--- src/rtl/mdio_pkg.sv ---
package mdio_pkg;

    localparam int FRAME_BITS = 64;
    localparam int IDX_W      = $clog2(FRAME_BITS);
    localparam int ADDR_W     = 5;
    localparam int DATA_W     = 16;
    localparam int TA_HI_IDX  = 46;
    localparam int TA_LO_IDX  = 47;
    localparam int DATA_IDX   = 48;
    localparam int REQ_W      = 1 + 2 + 2 * ADDR_W + DATA_W;

    localparam logic [1:0] OPC_WR = 2'b01;
    localparam logic [1:0] OPC_RD = 2'b10;

    typedef logic [IDX_W-1:0] bit_idx_t;

    // Packed in the same order as host_wdata_i[28:0]
    typedef struct packed {
        logic              c22;
        logic [1:0]        opc;
        logic [ADDR_W-1:0] phy;
        logic [ADDR_W-1:0] regad;
        logic [DATA_W-1:0] wdata;
    } op_req_t;

    function automatic logic op_ok(op_req_t r);
        return r.c22 && (r.opc == OPC_WR || r.opc == OPC_RD);
    endfunction

    function automatic logic [FRAME_BITS-1:0] build_frame(op_req_t r);
        logic [1:0]        ta;
        logic [DATA_W-1:0] dat;
        ta  = (r.opc == OPC_RD) ? 2'b11 : 2'b10;
        dat = (r.opc == OPC_RD) ? '1 : r.wdata;
        return {32'hFFFF_FFFF, 2'b01, r.opc, r.phy, r.regad, ta, dat};
    endfunction

endpackage

--- src/rtl/mdio_clkgen.sv ---
module mdio_clkgen #(
    parameter int DIV_W = 8
) (
    input  logic             clk,
    input  logic             rst_n,
    input  logic             run_i,
    input  logic [DIV_W-1:0] half_i,
    output logic             mdc_o,
    output logic             rise_o,
    output logic             fall_o
);

    typedef struct packed {
        logic [DIV_W-1:0] cnt;
        logic             mdc;
    } clk_st_t;

    clk_st_t st_d, st_q;
    logic    at_lim;

    assign at_lim = (st_q.cnt == half_i - DIV_W'(1));

    always_comb begin
        st_d = st_q;
        if (!run_i) begin
            st_d = '0;
        end else if (at_lim) begin
            st_d.cnt = '0;
            st_d.mdc = ~st_q.mdc;
        end else begin
            st_d.cnt = st_q.cnt + DIV_W'(1);
        end
    end

    always_ff @(posedge clk or negedge rst_n) begin
        if (!rst_n) st_q <= '0;
        else        st_q <= st_d;
    end

    assign mdc_o  = st_q.mdc;
    assign rise_o = run_i && at_lim && !st_q.mdc;
    assign fall_o = run_i && at_lim &&  st_q.mdc;

    p_stop_low_r10: assert property (@(posedge clk) disable iff (!rst_n)
        !run_i |=> !mdc_o);

    p_cnt_bound_r8: assert property (@(posedge clk) disable iff (!rst_n)
        run_i |-> (st_q.cnt < half_i));

endmodule

--- src/rtl/mdio_frame.sv ---
module mdio_frame
    import mdio_pkg::*;
(
    input  logic              clk,
    input  logic              rst_n,
    input  logic              start_i,
    input  op_req_t           req_i,
    input  logic              rise_i,
    input  logic              fall_i,
    input  logic              mdi_i,
    output logic              busy_o,
    output logic              mdo_o,
    output logic              oe_o,
    output logic [DATA_W-1:0] rdata_o,
    output logic              ta_err_o
);

    typedef struct packed {
        logic                  busy;
        logic                  is_rd;
        bit_idx_t              idx;
        logic [FRAME_BITS-1:0] sh;
        logic                  mdo;
        logic                  oe;
        logic [DATA_W-1:0]     rdata;
        logic                  ta_err;
    } frm_st_t;

    frm_st_t  st_d, st_q;
    bit_idx_t nxt_idx;

    assign nxt_idx = st_q.idx + bit_idx_t'(1);

    always_comb begin
        st_d = st_q;
        if (!st_q.busy) begin
            if (start_i) begin
                st_d.busy   = 1'b1;
                st_d.is_rd  = (req_i.opc == OPC_RD);
                st_d.idx    = '0;
                st_d.sh     = build_frame(req_i);
                st_d.mdo    = st_d.sh[FRAME_BITS-1];
                st_d.oe     = 1'b1;
                st_d.rdata  = '0;
                st_d.ta_err = 1'b0;
            end
        end else begin
            if (rise_i && st_q.is_rd) begin
                if (st_q.idx == bit_idx_t'(TA_LO_IDX))
                    st_d.ta_err = mdi_i;
                if (st_q.idx >= bit_idx_t'(DATA_IDX))
                    st_d.rdata = {st_q.rdata[DATA_W-2:0], mdi_i};
            end
            if (fall_i) begin
                if (st_q.idx == bit_idx_t'(FRAME_BITS - 1)) begin
                    st_d.busy = 1'b0;
                    st_d.oe   = 1'b0;
                    st_d.mdo  = 1'b0;
                end else begin
                    st_d.idx = nxt_idx;
                    st_d.sh  = {st_q.sh[FRAME_BITS-2:0], 1'b0};
                    st_d.mdo = st_q.sh[FRAME_BITS-2];
                    st_d.oe  = !(st_q.is_rd && nxt_idx >= bit_idx_t'(TA_HI_IDX));
                end
            end
        end
    end

    always_ff @(posedge clk or negedge rst_n) begin
        if (!rst_n) st_q <= '0;
        else        st_q <= st_d;
    end

    assign busy_o   = st_q.busy;
    assign mdo_o    = st_q.mdo;
    assign oe_o     = st_q.oe;
    assign rdata_o  = st_q.rdata;
    assign ta_err_o = st_q.ta_err;

    p_idle_quiet_r10: assert property (@(posedge clk) disable iff (!rst_n)
        !st_q.busy |-> !oe_o);

    p_release_r3: assert property (@(posedge clk) disable iff (!rst_n)
        (st_q.busy && st_q.is_rd && st_q.idx >= bit_idx_t'(TA_HI_IDX)) |-> !oe_o);

    p_hold_result_r4: assert property (@(posedge clk) disable iff (!rst_n)
        (!st_q.busy && !start_i) |=> $stable(rdata_o));

    p_ta_clear_r5: assert property (@(posedge clk) disable iff (!rst_n)
        (!st_q.busy && start_i) |=> (busy_o && !ta_err_o && rdata_o == '0));

endmodule

--- src/rtl/mdio_master.sv ---
module mdio_master
    import mdio_pkg::*;
#(
    parameter int DIV_W   = 8,
    parameter int DIV_RST = 25
) (
    input  logic        clk,
    input  logic        rst_n,
    input  logic        host_we_i,
    input  logic        host_sel_i,
    input  logic [31:0] host_wdata_i,
    output logic [31:0] status_o,
    output logic        mdc_o,
    output logic        mdo_o,
    output logic        mdo_oe_o,
    input  logic        mdi_i
);

    localparam logic [DIV_W-1:0] DIV_INIT = (DIV_RST == 0) ? DIV_W'(1) : DIV_W'(DIV_RST);

    typedef struct packed {
        logic [DIV_W-1:0] div;
        logic             mode_err;
    } host_st_t;

    host_st_t          st_d, st_q;
    op_req_t           req;
    logic              busy, accept, start;
    logic              rise, fall;
    logic [DATA_W-1:0] rdata;
    logic              ta_err;
    logic [DIV_W-1:0]  div_wr;

    assign req    = op_req_t'(host_wdata_i[REQ_W-1:0]);
    assign accept = host_we_i && !busy;
    assign start  = accept && !host_sel_i && op_ok(req);
    assign div_wr = host_wdata_i[DIV_W-1:0];

    always_comb begin
        st_d = st_q;
        if (accept) begin
            if (host_sel_i)
                st_d.div = (div_wr == '0) ? DIV_W'(1) : div_wr;
            else
                st_d.mode_err = !op_ok(req);
        end
    end

    always_ff @(posedge clk or negedge rst_n) begin
        if (!rst_n) begin
            st_q.div      <= DIV_INIT;
            st_q.mode_err <= 1'b0;
        end else begin
            st_q <= st_d;
        end
    end

    mdio_clkgen #(.DIV_W(DIV_W)) i_clkgen (
        .clk    (clk),
        .rst_n  (rst_n),
        .run_i  (busy),
        .half_i (st_q.div),
        .mdc_o  (mdc_o),
        .rise_o (rise),
        .fall_o (fall)
    );

    mdio_frame i_frame (
        .clk      (clk),
        .rst_n    (rst_n),
        .start_i  (start),
        .req_i    (req),
        .rise_i   (rise),
        .fall_i   (fall),
        .mdi_i    (mdi_i),
        .busy_o   (busy),
        .mdo_o    (mdo_o),
        .oe_o     (mdo_oe_o),
        .rdata_o  (rdata),
        .ta_err_o (ta_err)
    );

    assign status_o = {13'd0, ta_err, st_q.mode_err, busy, rdata};

    p_ignore_busy_r7: assert property (@(posedge clk) disable iff (!rst_n)
        (busy && host_we_i) |=> ($stable(st_q.div) && $stable(st_q.mode_err)));

    p_reject_r6: assert property (@(posedge clk) disable iff (!rst_n)
        (accept && !host_sel_i && !op_ok(req)) |=> (!busy && st_q.mode_err));

    p_mdo_on_low_r9: assert property (@(posedge clk) disable iff (!rst_n)
        !$stable(mdo_o) |-> !mdc_o);

    p_div_nonzero_r8: assert property (@(posedge clk) disable iff (!rst_n)
        st_q.div != '0);

    p_idle_clk_r10: assert property (@(posedge clk) disable iff (!rst_n)
        !busy |-> !mdc_o);

endmodule

--- config.mk ---
export PLATFORM = sky130hd
export DESIGN_NAME = mdio_master
export DESIGN_NICKNAME = d
export VERILOG_FILES = /design/src/rtl/mdio_pkg.sv /design/src/rtl/mdio_clkgen.sv /design/src/rtl/mdio_frame.sv /design/src/rtl/mdio_master.sv
export SDC_FILE = /design/constraint.sdc
export NUM_CORES = 1
export LEC_CHECK = 0
export ABC_AREA = 1
export BUFFER_PORTS_ARGS = -buffer_cell sky130_fd_sc_hd__clkbuf_2
export CORE_MARGIN = 8
export CORE_UTILIZATION = 45
export DETAILED_ROUTE_END_ITERATION = 7
export SYNTH_ARGS = -nofsm -noshare
export SYNTH_HDL_FRONTEND = slang
export SYNTH_SLANG_ARGS = --single-unit
--- constraint.sdc ---
create_clock -name clk -period 2.48 [get_ports clk]
set_input_delay 0.248 -clock clk [delete_from_list [all_inputs] [get_ports clk]]
set_output_delay 0.248 -clock clk [all_outputs]
set_load 0.1 [all_outputs]
==> results of run 1 <==
registers in the layout (all words and copies together) (netlist names):
register and cells:
i_clkgen.mdc_o 1, i_frame.st_q 70, i_frame.busy_o 1, i_frame.mdo_o 1, i_clkgen.st_q 8, status_o 1, i_frame.ta_err_o 1, i_frame.rdata_o 16
st_q 8, i_frame.oe_o 1
kinds of logic after synthesis:
family                     after synthesis  share of synthesized area, %
and+or+nand+nor                        409                          32.9
AOI/OAI and AO/OA                       50                          5.48
DFF                                    108                          48.0
adders and majority gates                5                          1.11
other                                    1                        0.0665
xor gates and xnor gates                12                          1.86
buffers and inverters                  113                          10.4
muxes                                    1                         0.200
critical path, delay by kind of cell (launching register included):
family                     cells  cell delay, ns
adders and majority gates      1            0.23
buffers and inverters          5            0.46
and+or+nand+nor               10            0.94
DFF                            1            0.57
layout by cell type (no fill, tap or decap), drive strengths merged:
cell         Yosys  layout
clkbuf          21      66
bufinv           0       2
nand3b           2       2
ha               5       5
buf             47      22
and3             1       1
nand4            2       2
nor3b            2       2
conb             1      13
clkinv           0       3
o21ai           29      29
xnor2            4       4
nor2            30      30
o211ai           2       2
xor2             8       8
nand2          236     236
a21oi            5       5
inv             45      46
o21bai           1       1
dlygate4sd3      0       1
dfstp            3       3
a22o            11      11
nor4             1       1
o2111ai          1       1
nand3          132     132
mux2             1       1
o21a             1       1
nor3             3       3
dfrtp          105     105
per-layer routing:
metal  track usage [%]  vias to the layer above  share of wire (%)
met5                 0                        -                  0
met4              5.87                        0               0.77
met3              2.54                        7                5.2
met2              24.7                      100                 47
met1              18.9                     2179                 47
li1                  -                     2285                  -
worst paths after layout:
check / to / slack, ns / cells after the start
setup reg to reg: i_frame.st_q[81]$_DFFE_PN0P_ / 0.14 / 16
max in group asynchronous: i_frame.busy_o$_DFF_PN0_ / 1.28 / 3
hold reg to reg: i_frame.rdata_o[15]$_DFFE_PN0P_ / 0.49 / 2
min in group asynchronous: i_frame.st_q[29]$_DFFE_PN0P_ / 0.44 / 2
hold / removal: st_q[5]$_DFFE_PN1P_ / 0.15 / 3
setup / recovery: i_frame.st_q[81]$_DFFE_PN0P_ / 0.14 / 16
power by group through the flow:
stage               registers, mW  logic [mW]  clock network [mW]
floorplan                    2.84        1.35                   0
global placement             2.71        1.80                   0
detailed placement           2.72        1.86                   0
CTS                          2.70        1.87                1.58
global route                 2.78        2.15                1.63
finish                       2.70        1.92                1.54
cell type report:
class,count,area [sq um]
fill,1227,6010
sequential,108,2710
multi-input combinational,490,2430
timing repair buffer,78,551
clock buffer,11,243
tap,172,215
inverter,45,179
clock inverter,5,75.1
timing repair inverter,1,6.26
through the flow:
| stage | hold slack (ns) | instances | cell area, sq um |
|---|---|---|---|
| final | 0.147 | 910 | 6410 |
| after detailed placement | 0.295 | 885 | 5910 |
| after global placement | 0.288 | 885 | 5910 |
| after global routing | 0.164 | 910 | 6410 |
| after floorplan | -0.0476 | 711 | 5680 |
| after CTS | 0.141 | 902 | 6250 |
what timing repair did:
item	4_1_cts	5_1_grt
gates cloned	0	2
hold buffers	1	0
buffers inserted	0	6
pin swaps	0	3
setup endpoints to repair	40	86
resized for setup	2	16
endpoints found under the hold margin	38	0
==> metrics list, run 1 <==
- From synthesis to final layout, the design area changed by 13.7%.
- Die width: 128 um
* Number of I/O port buffers: 55
- Traced cell by cell, the critical path runs through inv_4 > ha_4 > nand2_1 > inv_1 > nor2_1 > nand2_1 > nor2_1 > nand3_1 > nor2_4 > nand4_4 > nor2_4 > buf_12 > inv_8 > clkbuf_16 > nand2_1 > nand3_1.
* First-pass GRT wire length: 20200 um
- TNS Setup: 0 ns
- By startpoint and endpoint, the worst setup path is classified as reg -> reg.
- Total power for the finished layout comes to 6.16 mW.
* Critical path launch point: st_q[1]$_DFFE_PN1P_
- Leading area contributor after synthesis: sky130_fd_sc_hd__dfrtp_1
* Root Driver: sky130_fd_sc_hd__clkbuf_16
- For this design the ratio of total power to cell area is 962 nW/um^2.
- Full die area: 16400 sq um
- Period utilisation layout: 94.5%
- In this run the deepest clock path goes through 2 buffers.
* Wire per inst: 13.3 um
- After floorplanning, the core was sized to cover 12400 sq um.
* Clock-pin slew reported for the worst setup and hold paths after clock tree synthesis: 0.07 ns
* Delay contributed by the slowest stage of the critical path: 0.57 ns
* Top FF cell, synth: sky130_fd_sc_hd__dfrtp_1
- Total routed wirelength: 12100 um
* Most frequent cell after synthesis: sky130_fd_sc_hd__nand2_1
- The worst setup path is captured at a flop.
- Registers are responsible for 43.8% of the overall power.
* RSZ-0062 raised after global routing: yes
* Die extent in y: 128 um
- Overflow left after global routing: 0
* Number of maximum-capacitance violations: 0
- Ports placed on the boundary: 72
- The count of nets left with antenna violations once routing finished came out at 0.
* Relative contribution of the clock network to total power: 25.1%
- Vias: 4571
* Power spent charging and discharging nets: 2.26 mW
- The congestion estimate from routability-driven global placement came to 0.788.
- Share of the synthesized area in the top cell type: 46.6%
- Proportion of layout cells with a drive suffix above 1: 17.1%
* Post-synthesis instance total: 699
- Combinational cells account for 31.1% of the total power.
* CTS tree: done
- At the end of the flow the core is filled with cells to 51.6%.
- The worst pin sits at a relative slew slack of 39.1%.
* Worst path required time: 2.70 ns
- In this run switching power makes up 36.6% of total power.
* Initial core utilization: 45.4%
* Post-synthesis instance area: 5640 sq um
- Post-detailed-route DRC marker count: 0
- The detailed router finished its first iteration with 332 violations.
- Post-DR vias/cell: 5.02
* Ranking of synthesized cells by area: sky130_fd_sc_hd__dfrtp_1 (47%), sky130_fd_sc_hd__nand2_1 (15%), sky130_fd_sc_hd__nand3_1 (11%)
* Most Frequent Cell on Critical Path: sky130_fd_sc_hd__nand2_1
* Number of warnings issued by yosys: 0
- In this run the most critical hold path is launched from host_wdata_i[4].
- The smallest clock period supported by the final layout is computed as 2.34 ns.
* Number of synthesized flops with an enable pin: 0
- After synthesis, the most frequently instantiated cells are sky130_fd_sc_hd__nand2_1 (231), sky130_fd_sc_hd__nand3_1 (122), sky130_fd_sc_hd__dfrtp_1 (105), sky130_fd_sc_hd__inv_1 (40), sky130_fd_sc_hd__buf_4 (34).
- The number of antenna violations at the first check in global routing came to 0.
* Slew at the pin closest to its max-slew limit: 0.914 ns
- Total of endpoints with negative setup slack in the final report: 0
- Clock buffers created by TritonCTS: 9
- Crit path arrival time: 2.57 ns
* FP Rows: 41
* Final HPWL DP: 7700 um
* Synth async-reset ratio: 100%
* Final WS setup: 0.136 ns
* Largest driver fanout on the critical path: 12
- Sequential-to-total area share from yosys stat: 48.0%
* Count of state elements after synthesis: 108
- The pre-antenna-repair detailed-routing pass consisted of 4 iterations.
- The run finished with clean final reports.
* H-tree Lvls: 3
- The path class of the tightest hold or removal check is in -> reg.
- Largest clock skew in the final design: 0.00912 ns
- Pleak: 3.41 nW
- Worst-skew pair later-pin latency: 0.35 ns
- The internal power of the cells totals 3.91 mW.
- Post-synthesis average cell area: 8.06 sq um
* Antenna Cells: 0
* Vias in the first global route: 4317
- Worst reg2reg path startpoint: st_q[1]$_DFFE_PN1P_
- The clock net in this run drives a total of 108 sinks.
* Global Route Usage Sum: 14.9%
* Largest net degree at the start of global routing: 81
- Number of unique standard cell types used by synthesis: 39
- The count of pins over their slew limit came to 0.
- CP max stage cell: sky130_fd_sc_hd__dfstp_2
- The worst setup path is launched from a flop.
* FMAX: 427 MHz
- Peak VDD IR: 0.000396 V
* Worst setup slack after placement: -0.0258 ns
* Net total in the final layout: 775
- Number of hold-slack violations in the final timing report: 0
No activity file was read; power rests on OpenSTA's default activity.
==> run 2, diff against run 1 <==
- PLACE_DENSITY: not set -> 0.65
- clock period: 2.48 -> 2.2 ns (I/O delays scaled with it)
==> run 2 against run 1 <==
  * Die area unchanged
  * Sequential power up 13%
  * Sequential cell count unchanged
  * Final cell count up 0.88%
  * Largest cell class unchanged
  * Cell area up 3.5%
  * First-iteration DRC count down 8.7%
  * Clock skew down 0.00093 ns
  * Wire length up 3.6%
  * Count of clock-buffer cells in the layout up 2
  * The flow now finishes with violations (negative setup slack)
  * Fmax up 2.4%
  * Critical path depth down 2
  * Power up 13%
==> metrics list, run 2 (synthesized netlist as in run 1, its figures left out) <==
- The flow ran to the end, but the final reports show violations.
- Failing checks: negative setup slack
- Proportion of layout cells with a drive suffix above 1: 20.9% (+3.8 points)
* Design internal power: 4.40 mW (+13%)
- Largest net degree at the start of global routing: 47 (-42%)
- Global Route Usage Sum: 15.6% (+0.69 points)
* Weighted congestion reported at the end of routability-driven placement: 0.790 (+0.27%)
- The total power after layout came to 6.98 mW (+13%).
- The total via count after detailed routing came to 4626 (+1.2%).
* Post-DR vias/cell: 5.04 (+0.32%)
- Hold Path Depth: 3 (unchanged)
* Hold Path Origin: host_wdata_i[3]
- The data arrival time of the critical path is 2.57 ns (about the same).
- FMAX: 437 MHz (+2.4%)
- The DRC marker count from the first detailed-route iteration is 303 (-8.7%).
- The library cell used most frequently in the layout, excluding fill and tap cells, is sky130_fd_sc_hd__nand2_1.
- The logic depth of the worst register-to-register path is 14 (-2).
- Area of the core: 12400 sq um (unchanged)
- The final worst hold slack is 0.119 ns (-0.0283 ns).
* Worst Hold Class: in -> reg
* Largest clock skew in the final design: 0.00819 ns (-0.000934 ns)
- Ports placed on the boundary: 72 (unchanged)
- Largest reg by FF count: i_frame.st_q
* Full die area: 16400 sq um (unchanged)
- Area growth from synthesis to layout: 17.6%
* Period utilisation layout: 104% (+9.6 points)
* Die extent in y: 128 um (unchanged)
* Vias in the first global route: 4438 (+2.8%)
- Worst-case headroom to the max-slew limit: 6.53% (-33 points)
- The post-detailed-route count of antenna-violating nets was 0 (unchanged).
- The clock buffer count from CTS was 9 (unchanged).
- CTS placed an instance of sky130_fd_sc_hd__clkbuf_16 at the clock tree root.
* Category of the worst setup path capture point: flop
* Number of hold-slack violations in the final timing report: 0 (unchanged)
- Max reg flops: 70 (unchanged)
- Relative contribution of the clock network to total power: 24.3% (-0.8 points)
- The portion of total power attributed to sequential cells came to 43.8% (about the same).
- The first-pass detailed-route iteration total came to 4 (unchanged).
- Worst-path cell chain: inv_4 > ha_4 > nor2_1 > nor2_1 > nand2_1 > nor2_1 > nand3_1 > nor2_4 > nand4_4 > nor2_4 > buf_4 > clkbuf_16 > nand3_1 > nand3_1
* Crit start category: flop
- The first-pass GRT wire length is 21100 um (+4.3%).
- The slew at the pin closest to its max-slew limit was 1.40 ns (+0.488 ns).
- RSZ-0062 raised after global routing: yes
- Delay contributed by the slowest stage of the critical path: 0.56 ns (about the same)
- The post-layout minimum cycle time came to 2.29 ns (-0.0539 ns).
* Slew Limit Fails: 0 (unchanged)
- The power spent charging and discharging nets came to 2.58 mW (+15%).
- The number of nets at the end of the flow came to 783 (+1.0%).
* Worst reg2reg path startpoint: st_q[1]$_DFFE_PN1P_
- Antenna Cells: 0 (unchanged)
- The number of endpoints failing setup at the final stage came to 60 (+60).
* Number of I/O port buffers: 55 (unchanged)
* Top library cells by usage in the layout, fill and taps aside: sky130_fd_sc_hd__nand2_1 (219), sky130_fd_sc_hd__nand3_1 (109), sky130_fd_sc_hd__dfrtp_1 (104), sky130_fd_sc_hd__clkbuf_2 (54), sky130_fd_sc_hd__inv_1 (40)
* CTS tree: done
* Final HPWL DP: 8130 um (+5.6%)
* Fill cells: 1154 (-5.9%)
- The final global-route overflow total was 0 (unchanged).
- The worst-path maximum fanout is 20 (+8).
* Pleak: 3.46 nW (+1.6%)
* Wire per inst: 13.6 um (+2.7%)
* Post-detailed-route DRC marker count: 0 (unchanged)
- The clock transition at the register clock pins on the worst setup and hold paths after CTS was 0.07 ns (about the same).
- The setup slack of the most critical reg-to-reg path is -0.09 ns (-0.23 ns).
* Final WS setup: -0.0899 ns (-0.226 ns)
* PD cells: 1050 nW/um^2 (+9.5%)
- The deepest clock path buffer count is 2 (unchanged).
- Switching part of the total power: 37.0% (+0.39 points)
- The latest clock arrival within the worst-skew pair came to 0.35 ns (about the same).
- Endpoint of the lowest-slack register-to-register path: i_frame.st_q[79]$_DFFE_PN0P_
- Die width: 128 um (unchanged)
- The worst setup path is of the reg -> reg kind.
- Peak VDD IR: 0.000418 V (+5.4%)
- Number of clock sinks seen by CTS: 108 (unchanged)
- Total routed wirelength: 12500 um (+3.6%)
- The row count is 41 (unchanged).
- The endpoint required time on the critical path came to 2.48 ns (-0.22 ns).
- Initial core utilization: 45.4% (unchanged)
* Number of maximum-capacitance violations: 0 (unchanged)
- The proportion of power drawn by combinational gates is 32.0% (+0.9 points).
* H-tree Lvls: 3 (unchanged)
* CP max stage cell: sky130_fd_sc_hd__dfstp_2
* Hold Crit Endpoint: st_q[4]$_DFFE_PN1P_
* Initial antenna violation count: 0 (unchanged)
run 2: changes by cell type in the layout (fill, tap and decap cells not counted), moves of 3 or more:
cell	before	now
sky130_fd_sc_hd__buf_8	3	0
sky130_fd_sc_hd__nand2_1	231	219
sky130_fd_sc_hd__buf_12	4	7
sky130_fd_sc_hd__nand3_2	10	21
sky130_fd_sc_hd__buf_4	13	18
sky130_fd_sc_hd__clkbuf_1	1	4
sky130_fd_sc_hd__nand2_2	1	12
sky130_fd_sc_hd__nand3_1	122	109
run 2: worst max-delay path, delay by kind of cell (launching register included):
family	cells	cell delay, ns
and+or+nand+nor	10	1.02
DFF	1	0.56
buffers and inverters	3	0.38
adders and majority gates	1	0.26
run 2: cell type report:
type	instances	area [sq um]	share of cell area, %
multi-input cells	491	2560	38.6
repair buffers	86	664	10.0
clock buffers	13	240	3.62
well taps	172	215	3.25
clock inverters	3	65.1	0.982
inverters	45	176	2.66
flip-flops and latches	108	2710	40.8
run 2: power groups by stage:
stage	logic [mW]	registers (mW)	clock network [mW]
2_1_floorplan	1.54	3.21	0
3_3_place_gp	2.07	3.05	0
3_5_place_dp	2.14	3.08	0
4_1_cts	2.17	3.05	1.74
5_1_grt	2.53	3.14	1.82
6_report	2.23	3.06	1.70
run 2: metrics by stage:
step | instances | util (%) | area, sq um | setup TNS (ns) | worst slack (ns)
after floorplan | 711 | - | 5710 | -0.111 | -0.0133
after global placement | 894 | 48.7 | 6050 | -3.26 | -0.0730
after detailed placement | 894 | 48.7 | 6050 | -5.15 | -0.100
after CTS | 911 | 51.5 | 6390 | -2.10 | -0.0613
after global routing | 918 | 53.4 | 6630 | -15.57 | -0.229
final | 918 | 53.4 | 6630 | -1.82 | -0.0899
run 2: timing repair:
action | in CTS | in global routing
hold buffers | 1 | 0
setup endpoints to repair | 85 | 86
hold endpoints to repair | 30 | 0
pin swaps | 2 | 18
gates cloned | 0 | 4
buffers inserted | 0 | 3
gates resized for setup | 5 | 30
run 2: how the worst max path moves through the flow:
stage	start	endpoint	slack, ns	depth (start not counted)
finish	st_q[1]$_DFFE_PN1P_	i_frame.st_q[79]$_DFFE_PN0P_	-0.09	14
global route	st_q[1]$_DFFE_PN1P_	i_frame.st_q[73]$_DFFE_PN0P_	-0.23	15
CTS	st_q[1]$_DFFE_PN1P_	i_frame.st_q[36]$_DFFE_PN0P_	-0.06	15
detailed placement	st_q[1]$_DFFE_PN1P_	i_frame.st_q[29]$_DFFE_PN0P_	-0.10	15
global placement	st_q[1]$_DFFE_PN1P_	i_frame.st_q[31]$_DFFE_PN0P_	-0.07	15
floorplan	st_q[1]$_DFFE_PN1P_	i_frame.st_q[47]$_DFFE_PN0P_	-0.01	16
run 2: routing by layer:
metal	track usage (%)	share of wire [%]
met4	6.01	1.8
met3	3.24	4.7
met1	20.5	46
met5	0	0
met2	24.6	48
==> run 3, diff against run 2 <==
- SKIP_CTS_REPAIR_TIMING: not set -> 1
==> run 3 against run 2 <==
  * The run still ends with negative setup slack left
  * First-iteration DRC count increased by 13%
  * Global-route usage shrank 0.080 points
  * Count of clock-buffer cells in the layout stayed put
  * Power about the same
==> metrics list, run 3 (synthesized netlist as in run 1, its figures left out) <==
* Status: complete, but fails checks
- Failing checks: negative setup slack
- Post-route design area: 6650 sq um (+0.36%)
- Post-layout util: 53.6% (+0.19 points)
- The number of antenna violations at the first check in global routing was 0 (unchanged).
* First-pass GRT wire length: 21000 um (-0.33%)
- The worst setup path is of the reg -> reg kind.
* Delay contributed by the slowest stage of the critical path: 0.56 ns (about the same)
* Number of nets with antenna violations after detailed routing: 0 (unchanged)
- The row count is 41 (unchanged).
* Antenna Cells: 0 (unchanged)
* Period utilisation layout: 104% (-0.54 points)
* Final cell count without fillers: 919 (+0.11%)
- Max reg flops: 70 (unchanged)
- Die extent in y: 128 um (unchanged)
* Ports placed on the boundary: 72 (unchanged)
- The total global-route track usage is 15.5% (-0.080 points).
- The initial standard-cell utilization of the core is 45.4% (unchanged).
* Detailed router's first-iteration violation count: 343 (+13%)
* Placed instance area: 6050 sq um (unchanged)
- Number of clock sinks seen by CTS: 108 (unchanged)
* Weighted congestion reported at the end of routability-driven placement: 0.790 (unchanged)
* TNS Setup: -1.63 ns (+0.188 ns)
- Top library cells by usage in the layout, fill and taps aside: sky130_fd_sc_hd__nand2_1 (214), sky130_fd_sc_hd__nand3_1 (110), sky130_fd_sc_hd__dfrtp_1 (104), sky130_fd_sc_hd__clkbuf_2 (54), sky130_fd_sc_hd__inv_1 (40)
* Post-DR vias/cell: 5.01 (-0.65%)
- The clock transition at the register clock pins on the worst setup and hold paths after CTS is 0.07 ns (about the same).
- Area growth from synthesis to layout: 18.0%
* Largest driver fanout on the critical path: 20 (unchanged)
- The deepest clock path buffer count is 2 (unchanged).
- The final-layout fill cell count was 1155 (+0.087%).
- Largest reg by FF count: i_frame.st_q
- The slew at the pin closest to its max-slew limit is 1.41 ns (+0.00615 ns).
- Vias: 4601 (-0.54%)
- FMAX: 439 MHz (+0.52%)
* Placed Cells: 894 (unchanged)
- STA classifies the critical path endpoint as a flop.
* Vias in the first global route: 4441 (+0.068%)
- Area of the core: 12400 sq um (unchanged)
- Pleak: 3.47 nW (+0.30%)
- The worst setup path is launched from a flop.
- Die width: 128 um (unchanged)
* Largest clock skew in the final design: 0.0104 ns (+0.00218 ns)
- PD cells: 1050 nW/um^2 (-0.33%)
- The count of input and output buffers came to 55 (unchanged).
- Final Critical Period: 2.28 ns (-0.0118 ns)
- Proportion of layout cells with a drive suffix above 1: 21.6% (+0.64 points)
* Slew Limit Fails: 0 (unchanged)
* Worst Hold Class: in -> reg
* Net total in the final layout: 784 (+0.13%)
- The total DRC errors in the routed layout came to 0 (unchanged).
* CTS tree: done
- Worst-path cell chain: inv_4 > ha_4 > nor2_1 > nor2_1 > nand2_1 > nor2_1 > nand3_1 > nor2_4 > nand4_4 > nor2_4 > buf_4 > clkbuf_16 > nand3_1 > nand3_1
- Commonest non-fill, non-tap cell in the layout: sky130_fd_sc_hd__nand2_1
- The sequential cell area in the final layout came to 2710 sq um (unchanged).
- Final WS setup: -0.0781 ns (+0.0118 ns)
* Overflow left after global routing: 0 (unchanged)
- The endpoint required time on the critical path was 2.48 ns (about the same).
* Worst-skew pair later-pin latency: 0.35 ns (about the same)
- CP max stage cell: sky130_fd_sc_hd__dfstp_2
- Final HPWL DP: 8130 um (unchanged)
* Root Driver: sky130_fd_sc_hd__clkbuf_16
- The average routed wire per standard cell is 13.6 um (+0.12%).
- Total of endpoints with negative setup slack in the final report: 60 (unchanged)
- The aggregate routed wire length was 12500 um (+0.22%).
- The number of failing hold endpoints at the final stage is 0 (unchanged).
- Area used by multi-input combinational logic: 2570 sq um (+0.49%)
- The count of maximum capacitance violations was 0 (unchanged).
- Peak VDD IR: 0.000417 V (-0.13%)
* Full die area: 16400 sq um (unchanged)
* Number of optimization iterations in the first detailed-route pass: 5 (+1)
- Setup repair after global routing could not meet its margin everywhere.
- The pin count of the biggest net entering global routing is 47 (unchanged).
* H-tree Lvls: 3 (unchanged)
- Clock buffers created by TritonCTS: 9 (unchanged)
* Crit path arrival time: 2.56 ns (about the same)
- The tightest slew margin relative to the limit came to 6.12% (-0.41 points).
## run 3: final timing paths
| check | from | to | slack, ns | cells after the start |
|---|---|---|---|---|
| max in group asynchronous | rst_n | i_frame.rdata_o[2]$_DFFE_PN0P_ | 1.20 | 3 |
| max reg2reg | st_q[1]$_DFFE_PN1P_ | i_frame.st_q[79]$_DFFE_PN0P_ | -0.08 | 14 |
| min reg2reg | status_o[17]$_DFFE_PN0P_ | status_o[17]$_DFFE_PN0P_ | 0.49 | 1 |
| min in group asynchronous | rst_n | st_q[3]$_DFFE_PN0P_ | 0.37 | 2 |
| max | st_q[1]$_DFFE_PN1P_ | i_frame.st_q[79]$_DFFE_PN0P_ | -0.08 | 14 |
| min | host_wdata_i[3] | st_q[4]$_DFFE_PN1P_ | 0.12 | 3 |
## run 3: area by class of cell
class | count | share of cell area (%)
Clock inverter | 3 | 0.978
Inverter | 45 | 2.65
Sequential cell | 108 | 40.7
Timing Repair Buffer | 87 | 10.2
Multi-Input combinational cell | 491 | 38.7
Tap cell | 172 | 3.23
Clock buffer | 13 | 3.61
## run 3: where the power goes
part | switching, mW | leakage [nW] | internal, mW | total (mW)
Sequential | 0.448 | 1.22 | 2.60 | 3.05
Combinational | 1.44 | 2.11 | 0.796 | 2.23
Clock | 0.702 | 0.148 | 0.999 | 1.70
Total | 2.59 | 3.47 | 4.40 | 6.99
## run 3: worst max-delay path: cells and delay by family, from the launching register on
kind	cells	cell delay, ns
flip-flops	1	0.56
buffers and inverters	3	0.37
AND/OR/NAND/NOR	10	1.02
adder cells (fa/ha/maj)	1	0.26
## run 3: stage by stage
| stage | worst slack (ns) | hold WS (ns) | total power [mW] |
|---|---|---|---|
| floorplan | -0.0133 | -0.0756 | 4.74 |
| global placement | -0.0730 | 0.216 | 5.12 |
| detailed placement | -0.100 | 0.222 | 5.22 |
| CTS | -0.114 | -0.157 | 6.94 |
| global route | -0.232 | 0.140 | 7.49 |
| finish | -0.0781 | 0.121 | 6.99 |
## run 3: routing by layer
| metal | wire length, um | vias up | share of wire (%) | GRT usage (%) |
|---|---|---|---|---|
| met2 | 5880 | 79 | 47 | 24.6 |
| li1 | - | 2294 | - | - |
| met5 | 0 | - | 0 | 0 |
| met3 | 549 | 18 | 4.4 | 3.24 |
| met1 | 5870 | 2210 | 47 | 20.3 |
| met4 | 229 | 0 | 1.8 | 6.01 |
